==> config.mk <==
export PLATFORM = sky130hd
export DESIGN_NAME = pwr_startup_seq
export DESIGN_NICKNAME = d
export VERILOG_FILES = /design/src/rtl/sseq_pkg.sv /design/src/rtl/sseq_thr_map.sv /design/src/rtl/sseq_phase_timer.sv /design/src/rtl/sseq_ramp.sv /design/src/rtl/pwr_startup_seq.sv
export SDC_FILE = /design/constraint.sdc
export NUM_CORES = 1
export LEC_CHECK = 0
export BUFFER_PORTS_ARGS = -buffer_cell sky130_fd_sc_hd__clkbuf_2
export CAP_MARGIN = 0
export CORE_MARGIN = 5
export CORE_UTILIZATION = 63
export DETAILED_ROUTE_END_ITERATION = 7
export GPL_ROUTABILITY_DRIVEN = 0
export PLACE_DENSITY = 0.84
export SYNTH_ARGS = -nofsm -noshare
export SYNTH_HDL_FRONTEND = slang
export SYNTH_SLANG_ARGS = --single-unit
==> constraint.sdc <==
create_clock -name clk -period 6.4 [get_ports clk]
set_input_delay 0.96 -clock clk [delete_from_list [all_inputs] [get_ports clk]]
set_output_delay 0.96 -clock clk [all_outputs]
set_load 0.005 [all_outputs]
==> src/rtl/sseq_pkg.sv <==
package sseq_pkg;
    typedef enum logic [2:0] {
        ST_IDLE = 3'd0,
        ST_MEAS = 3'd1,
        ST_HOLD = 3'd2,
        ST_RAMP = 3'd3,
        ST_RUN  = 3'd4
    } seq_state_e;

    // threshold select encoding seen by the protection comparator
    localparam logic [1:0] THR_LOW  = 2'b00;
    localparam logic [1:0] THR_MID  = 2'b01;
    localparam logic [1:0] THR_HIGH = 2'b10;

    // classifier codes
    localparam logic [1:0] SENSE_OPEN  = 2'b00;
    localparam logic [1:0] SENSE_HEAVY = 2'b01;
    localparam logic [1:0] SENSE_LIGHT = 2'b10;
endpackage

==> src/rtl/sseq_thr_map.sv <==
module sseq_thr_map
    import sseq_pkg::*;
(
    input  logic [1:0] code_i,
    output logic [1:0] sel_o
);
    always_comb begin
        unique case (code_i)
            SENSE_HEAVY: sel_o = THR_LOW;
            SENSE_LIGHT: sel_o = THR_HIGH;
            SENSE_OPEN:  sel_o = THR_MID;
            default:     sel_o = THR_MID;
        endcase
    end
endmodule

==> src/rtl/sseq_phase_timer.sv <==
module sseq_phase_timer #(
    parameter int CNT_W = 8
) (
    input  logic             clk,
    input  logic             rst_n,
    input  logic             clear_i,
    input  logic             run_i,
    input  logic [CNT_W-1:0] limit_i,
    output logic             done_o
);
    typedef struct packed {
        logic [CNT_W-1:0] cnt;
    } tmr_t;

    tmr_t r_d, r_q;

    assign done_o = run_i && !clear_i && (r_q.cnt == limit_i);

    always_comb begin
        r_d = r_q;
        if (clear_i || done_o) begin
            r_d.cnt = '0;
        end else if (run_i) begin
            r_d.cnt = r_q.cnt + 1'b1;
        end
    end

    always_ff @(posedge clk or negedge rst_n) begin
        if (!rst_n) r_q <= '0;
        else        r_q <= r_d;
    end
endmodule

==> src/rtl/sseq_ramp.sv <==
module sseq_ramp #(
    parameter int RAMP_W = 8
) (
    input  logic              clk,
    input  logic              rst_n,
    input  logic              clear_i,
    input  logic              step_i,
    output logic [RAMP_W-1:0] code_o,
    output logic              at_top_o
);
    localparam logic [RAMP_W-1:0] TOP = '1;

    typedef struct packed {
        logic [RAMP_W-1:0] code;
    } rmp_t;

    rmp_t r_d, r_q;

    assign code_o   = r_q.code;
    assign at_top_o = (r_q.code == TOP);

    always_comb begin
        r_d = r_q;
        if (clear_i) begin
            r_d.code = '0;
        end else if (step_i && !at_top_o) begin
            r_d.code = r_q.code + 1'b1;
        end
    end

    always_ff @(posedge clk or negedge rst_n) begin
        if (!rst_n) r_q <= '0;
        else        r_q <= r_d;
    end
endmodule

==> src/rtl/pwr_startup_seq.sv <==
module pwr_startup_seq
    import sseq_pkg::*;
#(
    parameter int MEAS_CYCLES = 400000,
    parameter int HOLD_CYCLES = 800000,
    parameter int STEP_CYCLES = 3686,
    parameter int RAMP_W      = 8
) (
    input  logic              clk,
    input  logic              rst_n,
    input  logic              en_i,
    input  logic              supply_ok_i,
    input  logic              fault_i,
    input  logic [1:0]        sense_code_i,
    input  logic              pwm_pulse_i,
    output logic              meas_o,
    output logic              clamp_o,
    output logic [1:0]        thr_sel_o,
    output logic [RAMP_W-1:0] ramp_o,
    output logic              ls_en_o,
    output logic              run_o
);
    localparam int MAX_A  = (MEAS_CYCLES > HOLD_CYCLES) ? MEAS_CYCLES : HOLD_CYCLES;
    localparam int MAX_B  = (MAX_A > STEP_CYCLES) ? MAX_A : STEP_CYCLES;
    localparam int CNT_W  = $clog2(MAX_B) + 1;
    localparam logic [CNT_W-1:0] LIM_MEAS = CNT_W'(MEAS_CYCLES - 1);
    localparam logic [CNT_W-1:0] LIM_HOLD = CNT_W'(HOLD_CYCLES - 1);
    localparam logic [CNT_W-1:0] LIM_STEP = CNT_W'(STEP_CYCLES - 1);

    typedef struct packed {
        seq_state_e state;
        logic       seen;
        logic [1:0] thr;
    } seq_t;

    seq_t s_d, s_q;

    logic             abort;
    logic             tmr_run;
    logic [CNT_W-1:0] tmr_lim;
    logic             tmr_done;
    logic             ramp_step;
    logic             ramp_top;
    logic [1:0]       thr_new;
    logic             running;

    assign abort   = !en_i || !supply_ok_i || fault_i;
    assign running = (s_q.state == ST_RAMP) || (s_q.state == ST_RUN);

    always_comb begin
        tmr_run = 1'b0;
        tmr_lim = LIM_STEP;
        unique case (s_q.state)
            ST_MEAS: begin tmr_run = 1'b1; tmr_lim = LIM_MEAS; end
            ST_HOLD: begin tmr_run = 1'b1; tmr_lim = LIM_HOLD; end
            ST_RAMP: begin tmr_run = 1'b1; tmr_lim = LIM_STEP; end
            default: begin tmr_run = 1'b0; tmr_lim = LIM_STEP; end
        endcase
    end

    sseq_phase_timer #(.CNT_W(CNT_W)) u_timer (
        .clk     (clk),
        .rst_n   (rst_n),
        .clear_i (abort),
        .run_i   (tmr_run),
        .limit_i (tmr_lim),
        .done_o  (tmr_done)
    );

    assign ramp_step = (s_q.state == ST_RAMP) && tmr_done;

    sseq_ramp #(.RAMP_W(RAMP_W)) u_ramp (
        .clk      (clk),
        .rst_n    (rst_n),
        .clear_i  (abort || (s_q.state == ST_IDLE)),
        .step_i   (ramp_step),
        .code_o   (ramp_o),
        .at_top_o (ramp_top)
    );

    sseq_thr_map u_map (
        .code_i (sense_code_i),
        .sel_o  (thr_new)
    );

    always_comb begin
        s_d = s_q;
        if (abort) begin
            s_d.state = ST_IDLE;
            s_d.seen  = 1'b0;
        end else begin
            unique case (s_q.state)
                ST_IDLE: s_d.state = ST_MEAS;
                ST_MEAS: if (tmr_done) begin
                    s_d.state = ST_HOLD;
                    s_d.thr   = thr_new;
                end
                ST_HOLD: if (tmr_done) s_d.state = ST_RAMP;
                ST_RAMP: if (ramp_top) s_d.state = ST_RUN;
                ST_RUN:  s_d.state = ST_RUN;
                default: s_d.state = ST_IDLE;
            endcase
            if (running && pwm_pulse_i) s_d.seen = 1'b1;
        end
    end

    always_ff @(posedge clk or negedge rst_n) begin
        if (!rst_n) begin
            s_q.state <= ST_IDLE;
            s_q.seen  <= 1'b0;
            s_q.thr   <= THR_MID;
        end else begin
            s_q <= s_d;
        end
    end

    assign meas_o    = (s_q.state == ST_MEAS);
    assign clamp_o   = (s_q.state == ST_HOLD);
    assign run_o     = running;
    assign ls_en_o   = s_q.seen;
    assign thr_sel_o = s_q.thr;
endmodule

* Word level (Yosys, flattened, before mapping)
Index checks and enable logic that the tools add are counted.
** Storage, ports and cells
- Bits in registers :: 35
- Input bits :: 8
- Logic and storage cells :: 53
** Operators by class
- $add $sub $neg :: 2
- Equality and inequality tests :: 11
- Muxes and demuxes :: 13
- Bitwise gates (word level) :: 1
- Reductions and logical operators :: 21
** Operator list (count)
- two-way mux 21 bit :: 2
- one-hot mux 20 bit (2 select lines) :: 1
- adder 21 x 1 -> 21 bit (second input constant) :: 1
- equality test 21 x 20 -> 1 bit :: 1
- two-way mux 8 bit :: 2
- one-hot mux 3 bit (5 select lines) :: 1
- two-way mux 3 bit :: 3
- adder 8 x 1 -> 8 bit (second input constant) :: 1
- equality test 8 bit (second input constant) :: 1
- equality test 3 x 2 -> 1 bit (second input constant) :: 2
- inequality test 3 x 1 -> 1 bit (second input constant) :: 2
- AND reduction 3 bit :: 2
- nonzero test 2 bit :: 3
- logical AND 1 bit :: 5
- logical OR 1 bit :: 5
- zero test 1 bit :: 4
- two-way mux 4 bit :: 1
- one-hot mux 2 bit (2 select lines) :: 1
- equality test 3 x 1 -> 1 bit (second input constant) :: 1
- equality test 3 bit (second input constant) :: 1
- zero test 3 bit :: 1
- inequality test 3 x 2 -> 1 bit (second input constant) :: 1
- OR reduction 3 bit :: 1
- equality test 2 x 1 -> 1 bit (second input constant) :: 1
- other kinds (3) :: 4

* Longest topological paths before layout
- Word-level depth :: 10
- Mapped depth :: 9
- Depth with buffers taken out :: 7

* Modules after synthesis
From an unflattened synthesis, not the netlist that was laid out.
** Unflattened totals
- Cells, all modules :: 223
- Area, all modules :: 2115.8 sq um
** By module, submodules not included
- sseq_phase_timer :: times used 1, cells an instance 131, area an instance 1246.2 sq um, seq. area each 525.5 sq um
- sseq_ramp :: times used 1, cells an instance 47, area an instance 469.2 sq um, seq. area each 200.2 sq um
- pwr_startup_seq :: times used 1, cells an instance 43, area an instance 384.1 sq um, seq. area each 151.4 sq um
- sseq_thr_map :: times used 1, cells an instance 2, area an instance 16.3 sq um, seq. area each 0.0 sq um

* Worst setup path before layout
No wires, ideal clock.
- Path kind :: input to register
- Start point :: input fault_i
- End point :: register u_ramp.r_q, in the netlist u_ramp.code_o[5]
- Setup time :: 0.077 ns
- Data arrival time :: 2.485 ns
- Path slack :: 3.838 ns
- Stages on the path :: 6
- Cell sequence :: nand3b_1 nor2_1 o2111ai_1 nor4_1 or3b_1 a21oi_1
** Between the ends
- Word-level cells in the longest chain between the ends :: 7
- Elaborated cells between the ends (all ways) :: 9
- Classes of those cells :: 1 x mux; 8 x reduce/logical
** RTL lines
- start: declaration :: line pwr_startup_seq.sv:13 : input logic fault_i,
- logical OR 1 bit (*) :: line pwr_startup_seq.sv:47 : assign abort = !en_i || !supply_ok_i || fault_i;
- zero test 1 bit :: line sseq_phase_timer.sv:17 : assign done_o = run_i && !clear_i && (r_q.cnt == limit_i);
- logical AND 1 bit (2 in series) :: line sseq_phase_timer.sv:17
- logical AND 1 bit :: line pwr_startup_seq.sv:70 : assign ramp_step = (s_q.state == ST_RAMP) && tmr_done;
- logical AND 1 bit :: line sseq_ramp.sv:26 : end else if (step_i && !at_top_o) begin
- nonzero test 2 bit (no line)
- end signal: assignment :: line sseq_ramp.sv:33 : else r_q <= r_d;
- end: declaration :: line sseq_ramp.sv:17 : rmp_t r_d, r_q;
Mark *: on every way between the ends. The rest lies on a longest branch, timed or not.
A chain may end at the register's enable or synchronous reset.

* Worst setup path after layout
Ends and elaborated chain as after synthesis.

==> results.json <==
{
  "outcome": "complete, no violations",
  "grt_use_met2_pct": 37.4,
  "cts_buffers": 5,
  "use_met1_pct": 34.0,
  "final_cells": 294,
  "reg2reg_to": "thr_sel_o[1]",
  "met3_usage_pct": 5.58,
  "powerDensity_nw_per_um2": 166,
  "avgSynthCellArea_sq_um": 9.13,
  "cts_resized": 0,
  "rsz0062_at_grt": "no",
  "drt_iter0_markers": 146,
  "wl_per_cell_um": 16.3,
  "yosys.area_share.adder_pct": 1.78,
  "synth_area_leader_cell": "dfrtp_1",
  "crit_required_ns": 6.68,
  "worst_pin_slew_ns": 0.980,
  "gr-usage-all-layers_pct": 24.4,
  "crit_type": "input port to flip-flop",
  "worstReg2RegStart": "s_q[4]",
  "min_to": "thr_sel_o[1]",
  "antenna_found_initial": 0,
  "drv_slew": 0,
  "cts_buffer_depth": 2,
  "fin_area_sq_um": 2270,
  "synth-seq-area-share_pct": 41.6,
  "synth_nets": 242,
  "holdWs_ns": 0.498,
  "grt_pass1_vias": 1809,
  "synth_top_family_by_area": "simple AND/OR/NAND/NOR gates",
  "cts-hold-fix-buffers": 0,
  "hpwl_um": 3350,
  "final_antenna_net_count": 0,
  "synthMuxAreaShare_pct": 3.02,
  "syn_inst": 231,
  "holdPathStages": 1,
  "path_max_fanout": 26,
  "netlist_area_sq_um": 2110,
  "hp-class": "flip-flop to flip-flop",
  "dieHeight_um": 67.9,
  "hold_violations": 0,
  "reg2reg_slack_ns": 3.79,
  "synth-xor-area-share_pct": 3.32,
  "post-route-min-period_ns": 3.23,
  "fin_crit_sh_pct": 50.5,
  "cellLeakagePower_uw": 0.000914,
  "setup_viol": 0,
  "fin_nets": 258,
  "synth_warnings": 0,
  "synth_flop_cell": "dfrtp_1",
  "yosysUniqueCellTypes": 52,
  "synth_edf_count": 0,
  "insertion_delay_ns": 0.34,
  "min-delay-start": "thr_sel_o[1]",
  "crit_start": "fault_i",
  "die_w_um": 67.9,
  "area_growth_pct": 7.47,
  "htreeDepth": 2,
  "vdd_drop_max_mv": 0.116,
  "r2r_cells": 6,
  "grt_pass1_wl_um": 8450,
  "root_buffer": "clkbuf_4",
  "initial_core_util_pct": 64.2,
  "worstPathArrival_ns": 3.51,
  "ys_seq_elements": 35,
  "clock_skew_ns": 0.00629,
  "synthArstFlopShare_pct": 100,
  "finalSetupTns_ns": 0,
  "synth_area_leaders": "dfrtp_1, nor2_1, nand2_1, nand3_1, a21oi_1",
  "dpl_cell_area_sq_um": 2200,
  "tritoncts": "built",
  "portBuffers": 21,
  "max_clock_freq_mhz": 310,
  "drtPass1Iterations": 5,
  "post-cts-setup-buffers": 0,
  "maxCapViolCount": 0,
  "start_kind": "input port",
  "synth_compound_area_share_pct": 13.3,
  "slew_headroom_pct": 34.4,
  "synth-simple-area-share_pct": 32.2,
  "routed_wirelength_um": 4790,
  "grt_max_degree": 36,
  "overflow": 0,
  "critPathCaptureType": "flip-flop",
  "clk_pin_slew_ns": 0.10,
  "top_usage_layer": "met2",
  "layout-drive-gt1-share_pct": 17.3,
  "n_fill_cell": 280,
  "drc": 0,
  "coreArea_sq_um": 3280,
  "cts.sinks": 35,
  "synth_top_area_share_pct": 40.3,
  "vias": 1885,
  "diodes": 0,
  "top_level_ports": 22,
  "row_count": 21,
  "vias_per_cell": 6.41,
  "dp.cells": 286,
  "die-area_sq_um": 4610
}
-- power breakdown --
part / leakage [uW] / switching (uW) / internal, uW
logic: 0.000391 / 11.8 / 4.68
registers: 0.000485 / 0.876 / 221
clock network: 0.0000386 / 74.1 / 64.6
total: 0.000914 / 86.8 / 291
-- flip-flops by register name, summed over array words and instances, names as in the netlist --
signal,count
u_timer.r_q,21
u_ramp.code_o,8
s_q,3
thr_sel_o,2
ls_en_o,1
-- synth_stat cells (all sizes together) (7+ instances only) --
cell type	number
nor2	23
nand2	20
nand3	15
or2	7
nor3	9
buf	7
dfrtp	34
a21oi	12
nand4	8
or3	7
o21ai	8
-- worst max-delay path by stage --
stage | to | slack, ns | cells after the start
floorplan | u_ramp.code_o[5] | 3.84 | 6
global placement | u_ramp.code_o[5] | 2.97 | 7
detailed placement | u_ramp.code_o[5] | 2.88 | 7
CTS | u_ramp.code_o[5] | 3.26 | 7
global route | u_ramp.code_o[5] | 2.98 | 7
finish | u_ramp.code_o[5] | 3.17 | 7
-- logic make-up (layout without fill, tap and decap cells) --
| logic type | count (synthesis) | in the layout |
|---|---|---|
| buf+inv | 18 | 35 |
| flops | 35 | 35 |
| compound gates | 42 | 42 |
| xor+xnor | 8 | 8 |
| simple gates | 119 | 119 |
| fa+ha+maj | 3 | 3 |
| mux | 6 | 6 |
-- worst max-delay path: stages --
cell	delay, ns
clkbuf_2	0.09
nand3b_1	0.73
nor2_1	0.28
o2111ai_1	0.43
nor4_1	0.49
or3b_1	0.38
a21oi_1	0.14
-- cells in the final DEF (no fill, tap or decap), types with 3 or more instances in the layout --
master and count:
xor2_1 3, nand4_1 8, clkbuf_2 21, nand3b_1 4, dfrtp_1 34, a41oi_1 4, nand2_1 20, a31oi_1 5
mux2i_1 3, xnor2_1 5, and3_1 5, o21ai_0 7, nor3b_1 3, clkbuf_4 5, a21oi_1 12, or3_1 7
mux2_1 3, inv_1 5, nor3_1 8, ha_1 3, nand3_1 15, nor4_1 5, nor2_1 23, nand2b_1 3
or2_2 6
-- metal layers --
layer  part of all wire [%]  wire, um
met1                     46      2220
met2                     46      2220
met3                    5.4       260
met4                    1.9        91
met5                      0         0
-- layout make-up --
type | instances | area (sq um) | share of cell area, %
clock buffer | 8 | 68.8 | 3.04
inverter | 5 | 18.8 | 0.828
multi-input combinational | 178 | 1130 | 49.9
sequential | 35 | 877 | 38.7
tap | 46 | 57.6 | 2.54
timing repair buffer | 22 | 113 | 4.97
-- through the flow --
stage	util [%]	setup WS [ns]	total power (uW)
final	69.0	3.17	377
after global routing	69.0	2.98	395
after CTS	69.0	3.26	382
after detailed placement	66.9	2.88	243
after global placement	66.9	2.97	243
after floorplan	-	3.84	235
Note: power is estimated with default switching activity, not from simulation.
